[config.mk]
export PLATFORM = sky130hd
export DESIGN_NAME = cop_ctrl_regs
export DESIGN_NICKNAME = d
export VERILOG_FILES = /design/src/rtl/cop_ctrl_pkg.sv /design/src/rtl/cop_ctrl_decode.sv /design/src/rtl/cop_ctrl_lane_merge.sv /design/src/rtl/cop_ctrl_read_lane.sv /design/src/rtl/cop_ctrl_regs.sv
export SDC_FILE = /design/constraint.sdc
export NUM_CORES = 1
export LEC_CHECK = 0
export ABC_AREA = 0
export BUFFER_PORTS_ARGS = -buffer_cell sky130_fd_sc_hd__buf_4
export CORE_MARGIN = 10
export CORE_UTILIZATION = 45
export CTS_CLUSTER_SIZE = 8
export DETAILED_ROUTE_END_ITERATION = 8
export PLACE_DENSITY = 0.72
export SYNTH_ARGS = -nofsm -noshare
export SYNTH_HDL_FRONTEND = slang
export SYNTH_SLANG_ARGS = --single-unit
[constraint.sdc]
create_clock -name clk -period 3.15 [get_ports clk]
set_input_delay 0.4725 -clock clk [delete_from_list [all_inputs] [get_ports clk]]
set_output_delay 0.4725 -clock clk [all_outputs]
set_load 0.1 [all_outputs]
[src/rtl/cop_ctrl_pkg.sv]
// Package: shared encodings and field masks for the coprocessor control
// register file. Assumes 32-bit registers on 4-byte offsets.
package cop_ctrl_pkg;

    localparam int NREG = 9;

    typedef enum logic [3:0] {
        RI_FLAGS = 4'd0,
        RI_MCTL  = 4'd1,
        RI_MPTR  = 4'd2,
        RI_DORG  = 4'd3,
        RI_PC    = 4'd4,
        RI_CTRL  = 4'd5,
        RI_MOD   = 4'd6,
        RI_DIV   = 4'd7,
        RI_ACC   = 4'd8
    } reg_idx_t;

    localparam logic [1:0] SZ_BYTE = 2'd0;
    localparam logic [1:0] SZ_WORD = 2'd1;

    localparam logic [31:0] CTRL_CMD_MASK = 32'h0000_0006;
    localparam logic [31:0] CTRL_VER_MASK = 32'h0000_F000;
    localparam logic [31:0] CTRL_LAT_MASK = 32'h0001_07C0;
    localparam logic [31:0] FLAG_HIDE_MASK = 32'h0000_3E00;

    // Bit position of interrupt latch k inside the control register.
    function automatic int unsigned lat_pos(input int unsigned k);
        return (k < 5) ? (6 + k) : 16;
    endfunction

    // Bit position of the flags bit that clears latch k.
    function automatic int unsigned clr_pos(input int unsigned k);
        return (k < 5) ? (9 + k) : 17;
    endfunction

endpackage

[src/rtl/cop_ctrl_decode.sv]
// Address decoder: flags whether an address lies in the window and produces
// a one-hot register select. Assumes registers at consecutive 4-byte offsets.
module cop_ctrl_decode #(
    parameter int ADDR_W    = 8,
    parameter int WIN_BYTES = 64,
    parameter int NREG      = 9
) (
    input  logic [ADDR_W-1:0] addr_i,
    output logic              in_win_o,
    output logic [NREG-1:0]   hit_o
);
    localparam int IDXW = ADDR_W - 2;
    localparam logic [ADDR_W:0] WIN_LIM = (ADDR_W+1)'(WIN_BYTES);

    // Window test against the byte limit.
    always_comb in_win_o = ({1'b0, addr_i} < WIN_LIM);

    // One select line per mapped register.
    for (genvar g = 0; g < NREG; g++) begin : g_hit
        always_comb hit_o[g] = in_win_o && (addr_i[ADDR_W-1:2] == IDXW'(g));
    end
endmodule

[src/rtl/cop_ctrl_lane_merge.sv]
// Write merge: folds byte or word write data into a 32-bit register value
// using big-endian lane order. Byte data comes in bits 7:0, word data in 15:0.
module cop_ctrl_lane_merge
    import cop_ctrl_pkg::*;
(
    input  logic [31:0] old_i,
    input  logic [31:0] wdata_i,
    input  logic [1:0]  size_i,
    input  logic [1:0]  lane_i,
    output logic [31:0] merged_o
);
    logic [4:0]  bshift;
    logic [31:0] bmask;

    // Byte lane 0 maps to bits 31:24, so shift = (3 - lane) * 8.
    always_comb begin
        bshift = {~lane_i, 3'b000};
        bmask  = 32'h0000_00FF << bshift;
    end

    // Merge by access size.
    always_comb begin
        unique case (size_i)
            SZ_BYTE: merged_o = (old_i & ~bmask) | ({24'd0, wdata_i[7:0]} << bshift);
            SZ_WORD: merged_o = lane_i[1] ? {old_i[31:16], wdata_i[15:0]}
                                          : {wdata_i[15:0], old_i[15:0]};
            default: merged_o = wdata_i;
        endcase
    end
endmodule

[src/rtl/cop_ctrl_read_lane.sv]
// Read lane extractor: returns the addressed byte or word of a 32-bit value,
// right-aligned and zero-extended, in big-endian lane order.
module cop_ctrl_read_lane
    import cop_ctrl_pkg::*;
(
    input  logic [31:0] full_i,
    input  logic [1:0]  size_i,
    input  logic [1:0]  lane_i,
    output logic [31:0] data_o
);
    logic [31:0] shifted;

    // Bring the addressed byte down to bits 7:0.
    always_comb shifted = full_i >> {~lane_i, 3'b000};

    // Select by access size.
    always_comb begin
        unique case (size_i)
            SZ_BYTE: data_o = {24'd0, shifted[7:0]};
            SZ_WORD: data_o = lane_i[1] ? {16'd0, full_i[15:0]} : {16'd0, full_i[31:16]};
            default: data_o = full_i;
        endcase
    end
endmodule

[src/rtl/cop_ctrl_regs.sv]
// Coprocessor control register file (top). Decodes host accesses, merges
// partial writes big-endian, applies per-register write rules and answers
// every in-window access one cycle later. Assumes one access per request
// cycle. Uses a synchronous active-low reset.
module cop_ctrl_regs
    import cop_ctrl_pkg::*;
#(
    parameter int          ADDR_W    = 8,
    parameter int          WIN_BYTES = 64,
    parameter logic [31:0] PTR_BASE  = 32'h00F1_B000,
    parameter int          PTR_LSB   = 2,
    parameter int          PTR_MSB   = 11,
    parameter logic [31:0] PC_RST    = 32'h00F1_B000,
    parameter logic [31:0] CTRL_RST  = 32'h0000_2000
) (
    input  logic              clk,
    input  logic              rst_n,
    input  logic              req_i,
    input  logic              we_i,
    input  logic [1:0]        size_i,
    input  logic [ADDR_W-1:0] addr_i,
    input  logic [31:0]       wdata_i,
    input  logic [31:0]       remainder_i,
    input  logic [7:0]        acc_hi_i,
    input  logic [5:0]        irq_set_i,
    output logic              ack_o,
    output logic              rvalid_o,
    output logic [31:0]       rdata_o,
    output logic              host_irq_o,
    output logic [31:0]       flags_o,
    output logic [31:0]       mtx_ctrl_o,
    output logic [31:0]       mtx_ptr_o,
    output logic [31:0]       data_org_o,
    output logic [31:0]       pc_o,
    output logic [31:0]       ctrl_o,
    output logic [31:0]       modulo_o,
    output logic [31:0]       div_ctrl_o
);
    localparam logic [31:0] PTR_KEEP =
        ((32'h1 << (PTR_MSB + 1)) - 32'h1) & ~((32'h1 << PTR_LSB) - 32'h1);
    localparam logic [31:0] CTRL_KEEP = CTRL_VER_MASK | CTRL_LAT_MASK;

    logic            in_win;
    logic [NREG-1:0] hit;
    logic [31:0]     cur    [NREG];
    logic [31:0]     rd_val [NREG];
    logic [31:0]     old_sel, merged, rd_full, rd_lane;
    logic [NREG-1:0] wr;
    logic            rd_en;
    logic [31:0]     lat_set, lat_clr, ctrl_base, ctrl_nxt;

    logic [31:0] flags_q, mctl_q, mptr_q, dorg_q, pc_q, ctrl_q, mod_q, div_q;
    logic        ack_q, rvalid_q, hirq_q;
    logic [31:0] rdata_q;

    cop_ctrl_decode #(.ADDR_W(ADDR_W), .WIN_BYTES(WIN_BYTES), .NREG(NREG)) u_dec (
        .addr_i  (addr_i),
        .in_win_o(in_win),
        .hit_o   (hit)
    );

    // Stored values, used as merge base for writes.
    always_comb begin
        cur[RI_FLAGS] = flags_q;
        cur[RI_MCTL]  = mctl_q;
        cur[RI_MPTR]  = mptr_q;
        cur[RI_DORG]  = dorg_q;
        cur[RI_PC]    = pc_q;
        cur[RI_CTRL]  = ctrl_q;
        cur[RI_MOD]   = mod_q;
        cur[RI_DIV]   = div_q;
        cur[RI_ACC]   = 32'd0;
    end

    // Values seen by the host on reads.
    always_comb begin
        rd_val[RI_FLAGS] = flags_q & ~FLAG_HIDE_MASK;
        rd_val[RI_MCTL]  = mctl_q;
        rd_val[RI_MPTR]  = mptr_q;
        rd_val[RI_DORG]  = dorg_q;
        rd_val[RI_PC]    = pc_q;
        rd_val[RI_CTRL]  = ctrl_q;
        rd_val[RI_MOD]   = mod_q;
        rd_val[RI_DIV]   = remainder_i;
        rd_val[RI_ACC]   = {{24{acc_hi_i[7]}}, acc_hi_i};
    end

    // One-hot selection of write base and read value.
    always_comb begin
        old_sel = 32'd0;
        rd_full = (|hit) ? 32'd0 : 32'hFFFF_FFFF;
        for (int i = 0; i < NREG; i++) begin
            if (hit[i]) begin
                old_sel = old_sel | cur[i];
                rd_full = rd_full | rd_val[i];
            end
        end
    end

    cop_ctrl_lane_merge u_merge (
        .old_i   (old_sel),
        .wdata_i (wdata_i),
        .size_i  (size_i),
        .lane_i  (addr_i[1:0]),
        .merged_o(merged)
    );

    cop_ctrl_read_lane u_rlane (
        .full_i(rd_full),
        .size_i(size_i),
        .lane_i(addr_i[1:0]),
        .data_o(rd_lane)
    );

    // Per-register write strobes; the accumulator slot is read-only.
    always_comb begin
        wr = {NREG{req_i & we_i}} & hit;
        wr[RI_ACC] = 1'b0;
        rd_en = req_i & ~we_i & in_win;
    end

    // Latch set and clear vectors for the control register.
    always_comb begin
        lat_set = 32'd0;
        lat_clr = 32'd0;
        for (int unsigned k = 0; k < 6; k++) begin
            lat_set[lat_pos(k)] = irq_set_i[k];
            lat_clr[lat_pos(k)] = wr[RI_FLAGS] & merged[clr_pos(k)];
        end
        lat_set[lat_pos(0)] = lat_set[lat_pos(0)] | (wr[RI_CTRL] & merged[2]);
    end

    // Next control value: protected fields kept, commands dropped, set over clear.
    always_comb begin
        ctrl_base = wr[RI_CTRL]
                  ? ((merged & ~(CTRL_KEEP | CTRL_CMD_MASK)) | (ctrl_q & CTRL_KEEP))
                  : ctrl_q;
        ctrl_nxt  = (ctrl_base & ~lat_clr) | lat_set;
    end

    // Plain data registers.
    always_ff @(posedge clk) begin
        if (!rst_n) begin
            flags_q <= 32'd0;
            mctl_q  <= 32'd0;
            dorg_q  <= 32'hFFFF_FFFF;
            pc_q    <= PC_RST;
            mod_q   <= 32'hFFFF_FFFF;
            div_q   <= 32'd0;
        end else begin
            if (wr[RI_FLAGS]) flags_q <= merged;
            if (wr[RI_MCTL])  mctl_q  <= merged;
            if (wr[RI_DORG])  dorg_q  <= merged;
            if (wr[RI_PC])    pc_q    <= merged;
            if (wr[RI_MOD])   mod_q   <= merged;
            if (wr[RI_DIV])   div_q   <= merged;
        end
    end

    // Matrix pointer, confined to its window.
    always_ff @(posedge clk) begin
        if (!rst_n)           mptr_q <= 32'd0;
        else if (wr[RI_MPTR]) mptr_q <= PTR_BASE | (merged & PTR_KEEP);
    end

    // Control register with latches.
    always_ff @(posedge clk) begin
        if (!rst_n) ctrl_q <= CTRL_RST;
        else        ctrl_q <= ctrl_nxt;
    end

    // Host response and interrupt pulse.
    always_ff @(posedge clk) begin
        if (!rst_n) begin
            ack_q    <= 1'b0;
            rvalid_q <= 1'b0;
            rdata_q  <= 32'd0;
            hirq_q   <= 1'b0;
        end else begin
            ack_q    <= req_i & in_win;
            rvalid_q <= rd_en;
            if (rd_en) rdata_q <= rd_lane;
            hirq_q   <= wr[RI_CTRL] & merged[1];
        end
    end

    assign ack_o      = ack_q;
    assign rvalid_o   = rvalid_q;
    assign rdata_o    = rdata_q;
    assign host_irq_o = hirq_q;
    assign flags_o    = flags_q;
    assign mtx_ctrl_o = mctl_q;
    assign mtx_ptr_o  = mptr_q;
    assign data_org_o = dorg_q;
    assign pc_o       = pc_q;
    assign ctrl_o     = ctrl_q;
    assign modulo_o   = mod_q;
    assign div_ctrl_o = div_q;
endmodule

==> results of run 1 <==
[logic make-up after synthesis]
family	Yosys count
AO/OA/AOI/OAI	583
buffers and inverters	175
flip-flops	264
multiplexers	22
other	2
AND/OR/NAND/NOR	481
[power groups by stage]
stage / Sequential, mW / Clock (mW) / Combinational [mW]
floorplan: 3.65 / 0 / 0.473
global placement: 3.47 / 0 / 1.05
detailed placement: 3.47 / 0 / 1.05
CTS: 3.40 / 3.60 / 1.05
global route: 3.40 / 3.72 / 1.11
finish: 3.40 / 3.61 / 1.09
[cells in the mapped netlist, types with 14 or more instances]
master    count
a22oi_1      35
a31oi_1      20
nand3b_1     19
o22ai_1      19
buf_2        25
o21ai_0     154
and3_1       38
nand3_1      49
buf_4        34
a22o_1       14
clkbuf_1    100
mux2i_1      17
nand2_1     160
nor3_1       44
dfxtp_1     264
nor2_1       84
a21oi_1     215
a221oi_1     15
[metal layers]
layer | vias up | global-route usage
met5 | - | 0
met3 | 179 | 0.1295
met1 | 6802 | 0.4385
li1 | 6284 | -
met4 | 0 | 0.1483
met2 | 1176 | 0.5194
[stage by stage]
stage                     std cells  power, mW  hold slack (ns)
after floorplan                1545      4.125           0.6092
after global placement         2179      4.513           0.4439
after detailed placement       2179      4.515           0.4471
after CTS                      2219      8.053           0.1965
after global routing           2219      8.229           0.2290
final                          2220      8.097           0.2108
[sequential cells by signal (all words and copies together), names as in the netlist, 11 cells and up]
name and flops:
div_ctrl_o 32, ctrl_o 26, flags_o 32, pc_o 32, rdata_o 32, modulo_o 32
mtx_ctrl_o 32, data_org_o 32, mtx_ptr_o 11
[worst max-delay path by stage]
stage	endpoint	slack (ns)
finish	mtx_ctrl_o[5]	0.68
detailed placement	mtx_ctrl_o[5]	0.23
CTS	pc_o[5]	0.73
floorplan	flags_o[22]	0.65
global placement	rdata_o[7]	0.27
global route	div_ctrl_o[22]	0.50
[area by class of cell]
cell class / instances / area, µm² / share of cell area
inverters: 7 / 26.28 / 0.001578
diodes: 1 / 2.502 / 0.0001503
multi-input cells: 1106 / 6362 / 0.3822
flip-flops and latches: 264 / 5285 / 0.3175
clock buffers: 39 / 975.9 / 0.05862
well taps: 341 / 426.7 / 0.02563
clock inverters: 1 / 8.758 / 0.0005261
repair buffers: 461 / 3561 / 0.2139
==> flow_summary.toml, run 1 <==
[cts]
htree_levels = 2
cts_setup_buffers = 0
root_buffer = "clkbuf_16"
clk_pin_slew_ns = 0.05
cts_buffer_depth = 3
cts_resized = 0
hold_buffers = 0
cts_tree = "done"
clock_latency_ns = 0.52
cts_buffers = 38
cts.sinks = 264

[finish]
fin_nets = 1970
syn_to_final_growth_pct = 34.15
fill_cells = 2412
finalInstanceArea_mm2 = 0.01665
fin_util = 0.6160
final_cell_mix = "453 x buf_4, 264 x dfxtp_1, 215 x a21oi_1"
layout_commonest_cell = "buf_4"
drive_above_1_share = 0.2854

[grt]
grt-ovfl-total = 0
grt_max_degree = 62
antenna_found_initial = 1
grt.total_usage = 0.3472
grt_pass1_wl_mm = 89.93
grt_pass1_vias = 13420

[timing]
final-hold-violation-count = 0
worst_pin_slew_ns = 0.9364
setup_violations = 0
rsz0062_at_grt = "no"
setup_tns_ns = 0
min_period_ns = 2.472
fin_ws_ns = 0.6778
max-slew-margin-rel = 0.3757
final-max-slew-violation-count = 0
max_freq_mhz = 404.5
skew_ns = 0.02081
period_share = 0.7848

[placement]
portBuffers = 362
dp_hpwl_mm = 47.88
place_ws_ns = 0.2310
place_congestion = 0.9914
post_dp_cell_area_mm2 = 0.01566

[critical_path]
r2r_slack_ns = 0.88
crit_chain = "buf_4 -> or4b_1 -> buf_12 -> nor2_8 -> buf_4 -> a21oi_1 -> a31oi_2 -> nand2_1 -> a21oi_1"
worst-path-buf-inv = 3
cp.required_ns = 3.60
crit_path_start = "addr_i[5]"
setup.worst_path.start_class = "primary input"
crit_type = "primary input to flip-flop"
worst_r2r_path_depth = 7
crit_fanout = 31
critPathCaptureType = "flip-flop"
arrival_ns = 2.92
reg2reg_to = "div_ctrl_o[22]"
cp_top_family = "simple AND/OR/NAND/NOR gates"
crit_path_top_delay_cell = "or4b_1"
slowest_delay_ns = 0.59
cp.depth = 9
r2r-start = "mtx_ptr_o[12]"

[synth]
synthXorXnorAreaFrac = 0
ys_top_cells_by_area = "dfxtp_1 43%, a21oi_1 8.7%, o21ai_0 6.2%"
async_flop_share = 0
synth.top_cell.area_share = 0.4258
synth_warnings = 0
synth_top_family_by_area = "compound AO/OA/AOI/OAI gates"
synth-seq-cells = 264
synth_cell_types = 77
yosys.area.top_type = "dfxtp_1"
synthesis.area_mm2 = 0.01241
synth-edff-count = 0
synth_compound_area_frac = 0.2893
ys.flop_type = "dfxtp_1"
synthMuxAreaShare = 0.01916
synthSimpleGateAreaFrac = 0.1969
synthCells = 1527
syn-mean-instance-area_um2 = 8.127
synth-seq-area-share = 0.4258
post_synth_fa_ha_maj_area_fraction = 0

[min_path]
min_path_cells = 2
holdPathEnd = "ctrl_o[8]"
hold_class = "primary input to flip-flop"
hp-start = "irq_set_i[2]"

[die]
chipHeight_um = 186.1
start_util = 0.4592
fp-row-count = 60
ios = 383
core-area_mm2 = 0.02703
die_w_um = 186.1
die-area_mm2 = 0.03462

[power_and_ir_drop]
seqPwrFrac = 0.420
power_frac_clock = 0.446
ir_drop_mv = 0.2965
p_int_mw = 5.827
power_frac_comb = 0.134
swShare = 0.2803
p_leak_nw = 6.994
p_per_area_mw_per_mm2 = 486.3
switching_power_mw = 2.270

[routing]
ant_nets = 0
post-route-drc-count = 0
top_layer_used = "met4"
first_pass_iters = 6
avgRoutedWirePerCell_um = 28.60
met3WireLength_mm = 9.774
wl_mm = 63.49
vias = 14440
vias_per_cell = 6.505
met2RoutedLength_mm = 27.06
drtIter0Drc = 2445
m1WireLength_mm = 23.65

[outcome]
outcome = "finished clean"

[flow_run]
maxCapViolCount = 0
No activity file was read; power rests on OpenSTA's default activity.
==> run 2: changes to the inputs <==
PLACE_DENSITY = 0.74   (was 0.72)
clock period = 2.1 ns   (was 3.15 ns; I/O delays follow)
==> flow_summary.toml, run 2 (synthesis gave the netlist of run 1 again) <==
[routing]
drtIter0Drc = 2134
avgRoutedWirePerCell_um = 27.78
ant_nets = 0
vias_per_cell = 6.318
post-route-drc-count = 0
wl_mm = 66.76
vias = 15180
first_pass_iters = 6

[placement]
place_congestion = 1.022
place_ws_ns = -0.5627
dp_hpwl_mm = 51.88
place_inst = 2357
portBuffers = 362

[critical_path]
crit_fanout = 12
arrival_ns = 2.48
cp.required_ns = 2.54
critPathCaptureType = "flip-flop"
crit_path_start = "addr_i[5]"
setup.worst_path.start_class = "primary input"
r2r-start = "data_org_o[10]"
crit_type = "primary input to flip-flop"

[power_and_ir_drop]
p_per_area_mw_per_mm2 = 682.1
p_total_mw = 12.77
p_leak_nw = 8.082
ir_drop_mv = 0.6075

[die]
die-area_mm2 = 0.03462
die_w_um = 186.1
core-area_mm2 = 0.02703
ios = 383
fp-row-count = 60
chipHeight_um = 186.1
start_util = 0.4592

[finish]
final_cell_mix = "608 x buf_4, 234 x dfxtp_1, 211 x a21oi_1"
layout_commonest_cell = "buf_4"
instances_no_fill = 2403
diodes = 0
fin_nets = 2149
syn_to_final_growth_pct = 50.81
drive_above_1_share = 0.3807

[min_path]
hp-start = "irq_set_i[2]"
hold_class = "primary input to flip-flop"

[cts]
root_buffer = "clkbuf_16"
cts_buffers = 39
clock_latency_ns = 0.52
clk_pin_slew_ns = 0.04
cts_tree = "done"
cts_buffer_depth = 3
cts.sinks = 264
hold_buffers = 0
htree_levels = 2
cts_setup_buffers = 0

[grt]
grt_pass1_wl_mm = 95.23
grt-ovfl-total = 0
grt_pass1_vias = 14340
antenna_found_initial = 1
grt.total_usage = 0.3667
grt_max_degree = 129

[flow_run]
maxCapViolCount = 0

[timing]
setup_violations = 0
worst_pin_slew_ns = 0.9250
final-hold-violation-count = 0
min_period_ns = 2.048
period_share = 0.9751
fin_ws_ns = 0.05223
max-slew-margin-rel = 0.3833
final-max-slew-violation-count = 0
skew_ns = 0.01036
max_freq_mhz = 488.3
setup_tns_ns = 0

[outcome]
outcome = "finished clean"
## run 2: changes by cell type in the layout (fill, tap and decap cells not counted), moves of 6 or more
cell | previous run | this run
buf_4 | 453 | 608
dfxtp_1 | 264 | 234
a221oi_2 | 0 | 8
buf_12 | 8 | 31
a31oi_1 | 20 | 13
a221oi_1 | 15 | 5
dfxtp_2 | 0 | 29
a2111oi_0 | 9 | 3
## run 2: worst paths after layout
path	to	slack, ns	cells past startpoint
min	ctrl_o[8]	0.03	2
max	data_org_o[24]	0.05	12
min reg2reg	rdata_o[27]	0.46	2
max reg2reg	rdata_o[2]	0.08	8
## run 2: layout make-up
| type | count | area [µm²] |
|---|---|---|
| well taps | 341 | 426.7 |
| clock buffers | 43 | 1032 |
| fillers | 2236 | 8309 |
| repair buffers | 639 | 5185 |
| flip-flops and latches | 264 | 5325 |
| multi-input cells | 1106 | 6666 |
| inverters | 7 | 26.28 |
| clock inverters | 3 | 55.05 |
## run 2: critical path: stages
cell     delay (ns)
buf_4          0.13
buf_4          0.15
nor4b_2        0.25
buf_4          0.23
buf_4          0.13
buf_4          0.20
o21ai_0        0.14
and4_1         0.33
a21oi_1        0.19
nor2b_1        0.06
buf_4          0.17
a21oi_1        0.16
## run 2: timing repair
| action | 4_1_cts | 5_1_grt |
|---|---|---|
| setup endpoints to repair | 2 | 32 |
| endpoints found under the hold margin | 0 | 0 |
| gates resized for setup | 1 | 7 |
| pin swaps | 0 | 2 |
## run 2: per-stage QoR
stage	hold slack [ns]	instance area, µm²	util
floorplan	0.4517	12820	-
global placement	0.4417	17580	0.6506
detailed placement	0.4484	17580	0.6506
CTS	0.02943	18670	0.6908
global route	0.02722	18720	0.6925
finish	0.03046	18720	0.6925
## run 2: layer usage
| layer | global-route usage | vias up | wire, µm |
|---|---|---|---|
| li1 | - | 6635 | - |
| met1 | 0.4817 | 7201 | 25910 |
| met2 | 0.5614 | 1178 | 29150 |
| met3 | 0.09417 | 166 | 8879 |
| met4 | 0.1477 | 2 | 2798 |
| met5 | 0 | - | 13 |
## run 2: power by group
part	total, mW	internal [mW]	switching (mW)	leakage (nW)
registers	5.10	5.06	0.0409	2.14
logic	1.87	0.593	1.27	5.41
clock network	5.80	3.55	2.25	0.534
total	12.8	9.21	3.56	8.08
